`src/rtl/burst_addr_pkg.sv`:
```
package burst_addr_pkg;
  // Operation chosen for a cycle, ordered by rising priority.
  typedef enum logic [1:0] {
    OP_HOLD  = 2'd0,
    OP_STEP  = 2'd1,
    OP_LOAD  = 2'd2,
    OP_CLEAR = 2'd3
  } addr_op_e;
endpackage

```
`src/rtl/bac_decode.sv`:
```
module bac_decode
  import burst_addr_pkg::*;
(
  input  logic     clr_n,
  input  logic     ld_n,
  input  logic     adv_n,
  output addr_op_e op
);
  // Fixed priority: clear, then load, then advance, else hold.
  always_comb begin
    if (!clr_n)      op = OP_CLEAR;
    else if (!ld_n)  op = OP_LOAD;
    else if (!adv_n) op = OP_STEP;
    else             op = OP_HOLD;
  end
endmodule

```
`src/rtl/bac_next.sv`:
```
module bac_next
  import burst_addr_pkg::*;
#(
  parameter int ADDR_W = 12
) (
  input  addr_op_e            op,
  input  logic [ADDR_W-1:0]   cur,
  input  logic [ADDR_W-1:0]   ext,
  output logic [ADDR_W-1:0]   nxt
);
  localparam logic [ADDR_W-1:0] ONE = {{(ADDR_W-1){1'b0}}, 1'b1};

  // Modulo-2^ADDR_W increment; the carry out of the top bit is dropped.
  function automatic logic [ADDR_W-1:0] step_wrap(input logic [ADDR_W-1:0] v);
    return v + ONE;
  endfunction

  always_comb begin
    unique case (op)
      OP_CLEAR: nxt = '0;
      OP_LOAD:  nxt = ext;
      OP_STEP:  nxt = step_wrap(cur);
      default:  nxt = cur;
    endcase
  end
endmodule

```
`src/rtl/bac_reg.sv`:
```
module bac_reg #(
  parameter int ADDR_W = 12
) (
  input  logic              clk,
  input  logic              rst_n,
  input  logic [ADDR_W-1:0] d,
  output logic [ADDR_W-1:0] q
);
  always_ff @(posedge clk) begin
    if (!rst_n) q <= '0;
    else        q <= d;
  end
endmodule

```
`src/rtl/burst_addr_gen.sv`:
```
module burst_addr_gen
  import burst_addr_pkg::*;
#(
  parameter int ADDR_W = 12
) (
  input  logic              clk,
  input  logic              rst_n,
  input  logic              clr_n,
  input  logic              ld_n,
  input  logic              adv_n,
  input  logic [ADDR_W-1:0] ext_addr,
  output logic [ADDR_W-1:0] addr_out,
  output logic [ADDR_W-1:0] count_out
);
  addr_op_e          op_sel;
  logic [ADDR_W-1:0] sel_addr;
  logic [ADDR_W-1:0] cnt_q;

  bac_decode u_dec (
    .clr_n (clr_n),
    .ld_n  (ld_n),
    .adv_n (adv_n),
    .op    (op_sel)
  );

  bac_next #(.ADDR_W(ADDR_W)) u_nxt (
    .op  (op_sel),
    .cur (cnt_q),
    .ext (ext_addr),
    .nxt (sel_addr)
  );

  bac_reg #(.ADDR_W(ADDR_W)) u_reg (
    .clk   (clk),
    .rst_n (rst_n),
    .d     (sel_addr),
    .q     (cnt_q)
  );

  assign addr_out  = sel_addr;
  assign count_out = cnt_q;
endmodule

```
`config.mk`:
```
export PLATFORM = sky130hd
export DESIGN_NAME = burst_addr_gen
export DESIGN_NICKNAME = d
export VERILOG_FILES = /design/src/rtl/burst_addr_pkg.sv /design/src/rtl/bac_decode.sv /design/src/rtl/bac_next.sv /design/src/rtl/bac_reg.sv /design/src/rtl/burst_addr_gen.sv
export SDC_FILE = /design/constraint.sdc
export NUM_CORES = 1
export LEC_CHECK = 0
export ABC_AREA = 1
export ABC_CLOCK_PERIOD_IN_PS = 2200
export BUFFER_PORTS_ARGS = -buffer_cell sky130_fd_sc_hd__buf_2
export CELL_PAD_IN_SITES_DETAIL_PLACEMENT = 2
export CELL_PAD_IN_SITES_GLOBAL_PLACEMENT = 2
export CORE_ASPECT_RATIO = 1.4
export CORE_UTILIZATION = 24
export CTS_BUF_LIST = sky130_fd_sc_hd__clkbuf_8
export DETAILED_ROUTE_END_ITERATION = 10
export PLACE_DENSITY = 0.95
export SLEW_MARGIN = 15
export SYNTH_ARGS = -nofsm -noshare
export SYNTH_HDL_FRONTEND = slang
export SYNTH_SLANG_ARGS = --single-unit
```
`constraint.sdc`:
```
create_clock -name clk -period 2.2 [get_ports clk]
set_clock_uncertainty 0.15 [all_clocks]
set_input_delay 0.44 -clock clk [delete_from_list [all_inputs] [get_ports clk]]
set_output_delay 0.44 -clock clk [all_outputs]
set_load 0.05 [all_outputs]
```
; ---- Word-level counts from Yosys, hierarchy flattened
; Cells that the tools add are included.
[word_totals]
ff_bits = 12
input_bits = 17
[classes]
add_sub_neg = 1
n_eq_ne = 3
mux = 4
[op_table]
columns = op, count
row1 = $pmux W12 S3, 1
row2 = $add A12 B1 Y12 const B, 1
row3 = $eq A2 B2 Y1 const B, 2
row4 = $mux W2, 2
row5 = $eq A2 B1 Y1 const B, 1
row6 = $mux W1, 1

; ---- Depth between registers and ports, before layout
; Gate-level depths: netlist (run 1).
[logic_depth]
depth_word = 5
mapped_depth = 9
mapped_depth_nobuf = 9

; ---- Hierarchy
; A second synthesis (run 1) with hierarchy kept.
[unflattened]
hier_cells = 145
hier_area_um2 = 865.8
[modules_own_cells]
columns = mod, n_inst, cells_each, area_per_inst_um2, seq_area_each_um2
row1 = bac_next, 1, 104, 509.2, 0.0
row2 = bac_reg, 1, 37, 341.6, 240.2
row3 = bac_decode, 1, 4, 15.0, 0.0

; ---- Worst setup path after synthesis (run 1)
; No wires, ideal clock.
[synth_path]
path_kind = register -> output
from = register u_reg.q[1]
to = output addr_out[10]
t_arrival_ps = 1815
setup_slack_ps = -205
path_stages_with_launch = 7
n_path_buf = 0
path_cell_list = dfxtp_1 > ha_1 > nand2_1 > nor2_1 > nand3_1 > nand3_1 > nand3_1
[synth_via]
elab_chain_len = 2
[synth_lines]
columns = element, line_no
row1 = start: declaration, bac_reg.sv:7  ; output logic [ADDR_W-1:0] q
row2 = start signal: assignment, bac_reg.sv:10  ; if (!rst_n) q <= '0;
row3 = start signal: assignment, bac_reg.sv:11  ; else q <= d;
row4 = $add A12 B1 Y12, bac_next.sv:15  ; return v + ONE;
row5 = $pmux W12 S3, bac_next.sv:19  ; unique case (op)
row6 = end: declaration, burst_addr_gen.sv:12  ; output logic [ADDR_W-1:0] addr_out,
; Every way passes these cells.

; ---- Final worst setup path (run 1)
[layout_path]
from = register u_reg.q[3]
to = output addr_out[9]
; Same word-level chain as after synthesis.

==> results of run 1 <==
==> cells in the final DEF (no fill, tap or decap) <==
master,count
sky130_fd_sc_hd__o211ai_1,2
sky130_fd_sc_hd__clkbuf_8,4
sky130_fd_sc_hd__and2_1,1
sky130_fd_sc_hd__dfxtp_4,4
sky130_fd_sc_hd__nand3_2,3
sky130_fd_sc_hd__buf_12,1
sky130_fd_sc_hd__nand2_2,1
sky130_fd_sc_hd__buf_4,7
sky130_fd_sc_hd__nand4_1,2
sky130_fd_sc_hd__nor2_4,2
sky130_fd_sc_hd__dfxtp_1,4
sky130_fd_sc_hd__nor2_8,1
sky130_fd_sc_hd__dfxtp_2,4
sky130_fd_sc_hd__nand3_1,23
sky130_fd_sc_hd__clkinv_1,1
sky130_fd_sc_hd__buf_2,32
sky130_fd_sc_hd__nand2_4,1
sky130_fd_sc_hd__nor2_1,5
sky130_fd_sc_hd__inv_1,16
sky130_fd_sc_hd__nor2_2,1
sky130_fd_sc_hd__ha_4,1
sky130_fd_sc_hd__nand2_1,50
sky130_fd_sc_hd__buf_6,2
sky130_fd_sc_hd__a31oi_1,9
sky130_fd_sc_hd__clkbuf_4,2
sky130_fd_sc_hd__o21bai_1,3
==> what timing repair did <==
item | in CTS | in global routing
gates resized for setup | 9 | 13
endpoints found under the setup margin | 6 | 6
pin swaps | 1 | 1
==> kinds of logic (layout without fill, tap and decap cells) <==
logic type / after synthesis / after routing / synth area share (%)
fa+ha+maj: 1 / 1 / 1.48
buf+inv: 20 / 65 / 9.63
flops: 12 / 12 / 28.4
compound gates: 14 / 14 / 11.1
simple gates: 90 / 90 / 49.3
==> final cells by class <==
cell class,instances,area share (%)
timing repair buffer,44,21.5
multi-input combinational,105,44.3
sequential,12,20.7
inverter,17,5.08
clock buffer,4,4.39
tap,40,3.99
==> worst max path at each step <==
stage	endpoint	slack [ps]
final	addr_out[9]	80
after global routing	addr_out[11]	7
after CTS	addr_out[8]	-4
after detailed placement	addr_out[8]	130
after global placement	addr_out[11]	240
after floorplan	addr_out[10]	20
==> power by group <==
part	switching, mW	internal (mW)	total, mW
clock network	0.0942	0.159	0.253
registers	0.0121	0.223	0.236
logic	0.121	0.0508	0.172
==> metrics by stage <==
step,std cells,power [mW]
finish,222,0.660
global route,222,0.690
CTS,222,0.672
detailed placement,218,0.408
global placement,218,0.403
floorplan,137,0.353
==> per-layer routing <==
layer  up-vias  GRT usage [%]  part of all wire (%)
li1        538              -                     -
met1       534           21.6                    41
met5         -              0                     0
met4         0           5.26                   1.1
met3         5           2.10                   3.1
met2        25           36.5                    54
==> critical path: cells and delay by family (launching register included) <==
| family | cells | cell delay [ps] |
|---|---|---|
| buffers and inverters | 1 | 200 |
| flip-flops | 1 | 380 |
| AND/OR/NAND/NOR | 6 | 690 |
==> results.md, run 1 <==
Synth:
- The count of flip-flops with a built-in enable after synthesis is 0.
- After synthesis, the netlist uses 19 different library cells.
- After technology mapping, the gate count stands at 137.
- The leading register cell type out of synthesis is sky130_fd_sc_hd__dfxtp_1.
- By area the synthesized netlist is led by sky130_fd_sc_hd__dfxtp_1, sky130_fd_sc_hd__nand2_1, sky130_fd_sc_hd__nand3_1, sky130_fd_sc_hd__inv_1, sky130_fd_sc_hd__a31oi_1.
- Synthesis inferred 12 register bits.
- The post-synthesis async set-or-reset flop share is 0%.
- After synthesis, the most frequently instantiated cells are sky130_fd_sc_hd__nand2_1, sky130_fd_sc_hd__nand3_1, sky130_fd_sc_hd__inv_1, sky130_fd_sc_hd__dfxtp_1, sky130_fd_sc_hd__a31oi_1.
- The library cell with the highest instance count after synthesis is sky130_fd_sc_hd__nand2_1.
- The share of the Yosys chip area taken by registers is 28.4%.
- The largest area contributor in the synthesized netlist is sky130_fd_sc_hd__dfxtp_1.
- After synthesis the cells add up to 845 um^2.
- The count of synthesis-stage warnings from yosys is 0.
- The net count after synthesis is around 160.
- The synthesized design devotes to its leading area cell type 28.4% of total area.
- The mean post-synth cell area is 6.16 um^2.

Clock network:
- The H-tree depth is 1.
- TritonCTS built the clock tree.
- The number of hold buffers added after CTS is 0.
- The clock sink count is 12.
- The cell sitting at the root of the clock tree is a sky130_fd_sc_hd__clkbuf_8.
- Counting the buffers created by CTS gives 3.
- The number of setup buffers added after CTS is 0.
- The register clock-pin slew on the reported worst setup and hold paths is 60 ps.
- The largest buffer count on any clock path is 2.
- The clock latency on the worst-skew pair is 250 ps.

Drt:
- The count of nets left with antenna violations once routing finished came out at 0.
- The pre-antenna-repair detailed-routing pass consisted of 4 iterations.
- The violation count after the first detailed-routing iteration is 12.
- After detailed routing, the average wire length per cell comes to 15.1 um.
- The final routed wirelength across all metal layers is 3360 um.
- The final routed DRC violation total is 0.
- The total number of vias is 1102.
- The per-cell via count in the routed design is just under 5.

STA:
- The post-route minimum period is 2120 ps.
- The final worst-path setup slack is 82.3 ps.
- At the pin with the least slew margin, the transition time is approximately 360 ps.
- Setup repair after global routing left no endpoint under its margin.
- Headroom to the max-slew limit came out at 75.8%.
- The count of endpoints failing hold in the final timing report is 0.
- The final number of setup-violating endpoints is 0.
- The number of max-slew violations in the final report was 0.
- Hold timing on the final database bottoms out at a slack of 266 ps.
- The share of the clock period used by the worst path is 96.3%.
- Timing would allow up to 472 MHz.
- In the final timing run, aggregate negative setup slack is 0 ps.

Min path:
- The critical hold path startpoint is rst_n.
- Counting instances, the worst hold path has a depth of 3.
- The worst min-delay path category is in2reg.
- The worst hold endpoint is u_reg.q[3].

Placement:
- The area after detailed placement is 0.00113 mm^2.
- Routability-driven placement finished with a final weighted congestion of 0.730.
- The pre-CTS setup slack is 132 ps.
- The wire-length estimate of the detail-placed layout is about 2500 um.
- The count of port buffers added during placement is 40.

Outcome:
- The flow ran to the end, and the final reports show no timing, DRC or antenna violations.

Setup path:
- The type of the setup path with the least slack is reg2out.
- STA classifies the critical path startpoint as a register.
- The biggest cell delay along the critical path is around 380 ps.
- STA classifies the critical path endpoint as an output pin.
- The capture point of the worst reg-to-reg path is u_reg.q[9].
- Along the worst path, the maximum fanout reaches 8.
- The setup check on the worst reg-to-reg path leaves a slack of 790 ps.
- The most numerous cell type found on the critical path is sky130_fd_sc_hd__nand3_2.
- The startpoint of the worst register-to-register path is u_reg.q[3].
- The most critical setup path has its startpoint at u_reg.q[3].
- The signal on the critical path passes through nand2_2 > nor2_8 > nand3_1 > nand2_1 > nand3_2 > nand3_2 > buf_4.
- Counting cells, the worst reg-to-reg path comes to 7.
- The arrival time at the worst endpoint is 1530 ps.
- The required time of the critical path is 1610 ps.
- The cell at the slowest stage of the critical path is sky130_fd_sc_hd__dfxtp_4.

Global routing:
- For this run, the total global-route usage over all layers was measured as a little under a fifth.
- The first global-routing pass estimated 5420 um of wire.
- The initial antenna violation count came to 0.
- For this run the aggregate overflow at the end of global routing stands at 0.
- The via count of the first global-routing pass is 1155.
- The pin count of the biggest net entering global routing is 13.

Floorplanning:
- Once the floorplan was initialized, standard cells occupied ~25% of the core.
- The floorplan has 25 rows.
- From left edge to right edge, the die measures ~52 um.
- Pin placement for this block handled 41 I/O pins.
- From bottom edge to top edge, the die measures about 72 um.
- The die covers between 0.003 and 0.004 mm^2.
- The floorplan step defined a core boundary enclosing 0.00338 mm^2.

Final layout:
- Summing all multi-input logic gate instances after layout gives 556 um^2.
- In the final layout, the registers with the most flip-flops are u_reg.q x12.
- The register with the most flip-flops in the layout has 12 of them.
- Measured on the finished design, the core utilization comes to 37.1%.
- Ranked by flip-flop count, first place goes to u_reg.q.
- The sequential cells in the finished layout cover a total of 260 um^2.
- The final cell area excluding filler cells is 0.00125 mm^2.
- The final antenna diode count is 0.
- The net count of the finished layout is 201.
- The share of final-layout standard cells stronger than drive strength 1 is 36.3%.
- After filler insertion, the fill cell instance count of the layout stands at around 440.
- The area overhead of the layout relative to synthesis is 48.6%.

Run:
- The number of max-cap violations is 0.

Power and ir drop:
- The peak ir drop on the vdd network is 0.236 mV.
- Summed over all cells, the static leakage comes to approximately 0.67 nW.
- In this run the power density over the cells is 526 mW/mm^2.
(Power assumes the default switching activity.)
==> inputs of run 2 (changes only) <==
--- a/config.mk
+++ b/config.mk
@@ -15,6 +15,7 @@
 export CTS_BUF_LIST = sky130_fd_sc_hd__clkbuf_8
 export DETAILED_ROUTE_END_ITERATION = 10
 export PLACE_DENSITY = 0.95
+export REMOVE_ABC_BUFFERS = 1
 export SLEW_MARGIN = 15
 export SYNTH_ARGS = -nofsm -noshare
 export SYNTH_HDL_FRONTEND = slang
==> run 2 against run 1 <==
Compared with the run above: design area is 2.8% higher; worst hold slack improved by 4.1 ps; non-clock buffer count up 6; count of clock-buffer cells in the layout is the same; first-iteration DRC count grew 17%; clock power grew 4%; fmax fell by 1.0%.
==> results.md, run 2 (same netlist as run 1, synthesis figures left out) <==
Global routing:
- The met2 layer usage reported by global route is 42.0% (+5.6 points).
- The global-route wire length before repair came to 5710 um (+5.3%).
- In this run the most used layer during global routing was met2.
- The met3 global-route usage is 2.73% (+0.63 points).
- The total routing usage reported by global routing is 21.0% (+1.8 points).
- The met1 usage in global routing is 21.0% (-0.66 points).
- The initial antenna violation count is 0 (unchanged).
- The total overflow reported by the global router is 0 (unchanged).
- The via count of the first global-routing pass is 1234 (+6.8%).
- The pin count of the biggest net entering global routing is 13 (unchanged).

Final layout:
- The post-layout net count is 207 (+3.0%).
- The share of final-layout standard cells stronger than drive strength 1 is 39.9% (+3.6 points).
- The number of flip-flops in the largest register is 12 (unchanged).
- The most common library cell in the layout ignoring fill and taps is sky130_fd_sc_hd__nand2_1.
- The area overhead of the layout relative to synthesis is 52.7%.
- The non-filler instance count after layout is 228 (+2.7%).
- The library cells used most frequently in the layout, excluding fill and tap cells, are sky130_fd_sc_hd__nand2_1, sky130_fd_sc_hd__buf_2, sky130_fd_sc_hd__nand3_1.
- The final antenna diode count came to 0 (unchanged).
- The largest registers in the layout are u_reg.q x12.
- The final-layout fill cell count was 417 (-5.0%).
- The register ranked first by flip-flop count is u_reg.q.

Placement:
- The count of port buffers added during placement is 40 (unchanged).
- The routability congestion estimate is 0.763 (+4.6%).
- The pre-CTS setup slack is 50.7 ps (-80.9 ps).
- The HPWL after detailed placement was 2750 um (+11%).
- The placed cell count is 221 (+1.4%).

STA:
- The final-layout setup total negative slack came to 0 ps (unchanged).
- The count of endpoints failing hold in the final timing report is 0 (unchanged).
- The post-route minimum period is 2140 ps (+22.4 ps).
- Setup repair after global routing could not meet its margin everywhere.
- The number of max-slew violations in the final report is 0 (unchanged).
- The share of the clock period used by the worst path is 97.3% (+1.0 points).
- The final worst-path setup slack came to 59.8 ps (-22.4 ps).
- The slew at the pin closest to its max-slew limit is 351 ps (-10.1 ps).
- The highest clock frequency the design can meet came to 467 MHz (-1.0%).
- The tightest slew margin relative to the limit is 76.5% (+0.68 points).
- The final number of setup-violating endpoints is 0 (unchanged).
- The worst hold slack across all endpoints was 270 ps (+4.15 ps).

Floorplanning:
- The total number of placement rows is 25 (unchanged).
- The die extent in x is 52.1 um (unchanged).
- The initial core utilization is 25.0% (unchanged).
- The placeable core region was 0.00338 mm^2 (unchanged).
- The total die area is 0.00376 mm^2 (unchanged).
- The chip height is 72.2 um (unchanged).
- The number of I/O pins is 41 (unchanged).

Setup path:
- The startpoint of the worst register-to-register path is u_reg.q[1].
- The cell depth of the worst flop-to-flop path is 7 (unchanged).
- The largest fanout on the critical path is 5 (-3).
- The worst setup path is launched from a register.
- STA classifies the critical path endpoint as an output pin.
- The setup path with the least slack is of type reg2out.
- The arrival time at the worst endpoint is 1550 ps (+20 ps).
- The required time of the critical path is 1610 ps (about the same).
- The timing startpoint of the critical path is u_reg.q[1].

Drt:
- The detailed-route wire length per cell is 17.0 um (+13%).
- The final routed wirelength across all metal layers was 3890 um (+16%).
- The antenna violation net count after detailed routing is 0 (unchanged).
- The violation count after the first detailed-routing iteration is 14 (+2).
- The total number of vias is 1158 (+5.1%).
- The per-cell via count in the routed design is 5.08 (+2.3%).
- The length of the first detailed-routing pass in iterations is 4 (unchanged).
- The final routed DRC violation total is 0 (unchanged).

Min path:
- The worst hold path begins at rst_n.
- The instance count along the most critical hold path came to 3 (unchanged).
- The worst min-delay path category is in2reg.

Outcome:
- The run finished with clean final reports.

Power and ir drop:
- The switching part of the total power came to 35.6% (+1.1 points).
- The total power was 678 uW (+2.6%).
- The leakage power total is 0.723 nW (+7.2%).
- The internal portion of total power came to 436 uW (+0.84%).
- The peak ir drop on the vdd network is 0.216 mV (-8.2%).
- The clock network fraction of total power is 38.6% (+0.3 points).
- The areal power density over the cells was 525 mW/mm^2 (-0.17%).
- The power dissipated by switching net loads was 241 uW (+6.0%).
- The share of power burned in registers was 34.8% (-0.9 points).
- The fraction of power consumed by combinational cells is 26.6% (+0.6 points).

Clock network:
- The clock root buffer master is sky130_fd_sc_hd__clkbuf_8.
- The clock sink count is 12 (unchanged).
- The total clock buffers created by CTS was 3 (unchanged).
- The largest buffer count on any clock path is 2 (unchanged).
- The register clock-pin slew on the reported worst setup and hold paths is 60 ps (about the same).
- The H-tree depth is 1 (unchanged).
- TritonCTS built the clock tree.
- The clock latency on the worst-skew pair is 250 ps (about the same).

Run:
- The number of max-cap violations was 0 (unchanged).
-- run 2: worst paths after layout --
| path | to | slack, ps |
|---|---|---|
| max | addr_out[4] | 60 |
| min | u_reg.q[3] | 270 |
| max reg2reg | u_reg.q[9] | 730 |
| min reg2reg | u_reg.q[1] | 400 |
-- run 2: power groups by stage --
| stage | Combinational [mW] | Sequential (mW) | Clock, mW |
|---|---|---|---|
| after floorplan | 0.0826 | 0.267 | 0 |
| after global placement | 0.164 | 0.239 | 0 |
| after detailed placement | 0.169 | 0.240 | 0 |
| after CTS | 0.176 | 0.237 | 0.262 |
| after global routing | 0.191 | 0.237 | 0.274 |
| final | 0.180 | 0.236 | 0.262 |
-- run 2: metal layers --
layer | vias up | share of wire [%]
met5 | - | 0
met3 | 9 | 2.7
met2 | 29 | 55
met4 | 0 | 2.1
li1 | 554 | -
met1 | 566 | 40
-- run 2: cell type report --
class	instances	area [um^2]	share of cell area (%)
Timing Repair Buffer	50	305	23.7
Multi-Input combinational cell	105	558	43.3
Sequential cell	12	258	20.0
Tap cell	40	50.0	3.88
Clock buffer	4	55.1	4.27
Inverter	17	63.8	4.95
-- run 2: repair_timing --
action,4_1_cts,5_1_grt
resized for setup,15,17
pin swaps,3,2
endpoints found under the setup margin,8,9
hold buffers,0,0
setup buffers,1,2
-- run 2: per-stage QoR --
stage	utilization, %	area [um^2]
floorplan	-	827
global placement	33.4	1130
detailed placement	33.4	1130
CTS	36.3	1230
global route	38.2	1290
finish	38.2	1290
-- run 2: worst max-delay path, cell delays in order, from the launching register on --
cell and delay [ps]:
sky130_fd_sc_hd__dfxtp_2 370, sky130_fd_sc_hd__ha_2 220, sky130_fd_sc_hd__nand2_4 90, sky130_fd_sc_hd__o21bai_1 150, sky130_fd_sc_hd__o211ai_1 140, sky130_fd_sc_hd__nand3_1 90, sky130_fd_sc_hd__clkbuf_4 220
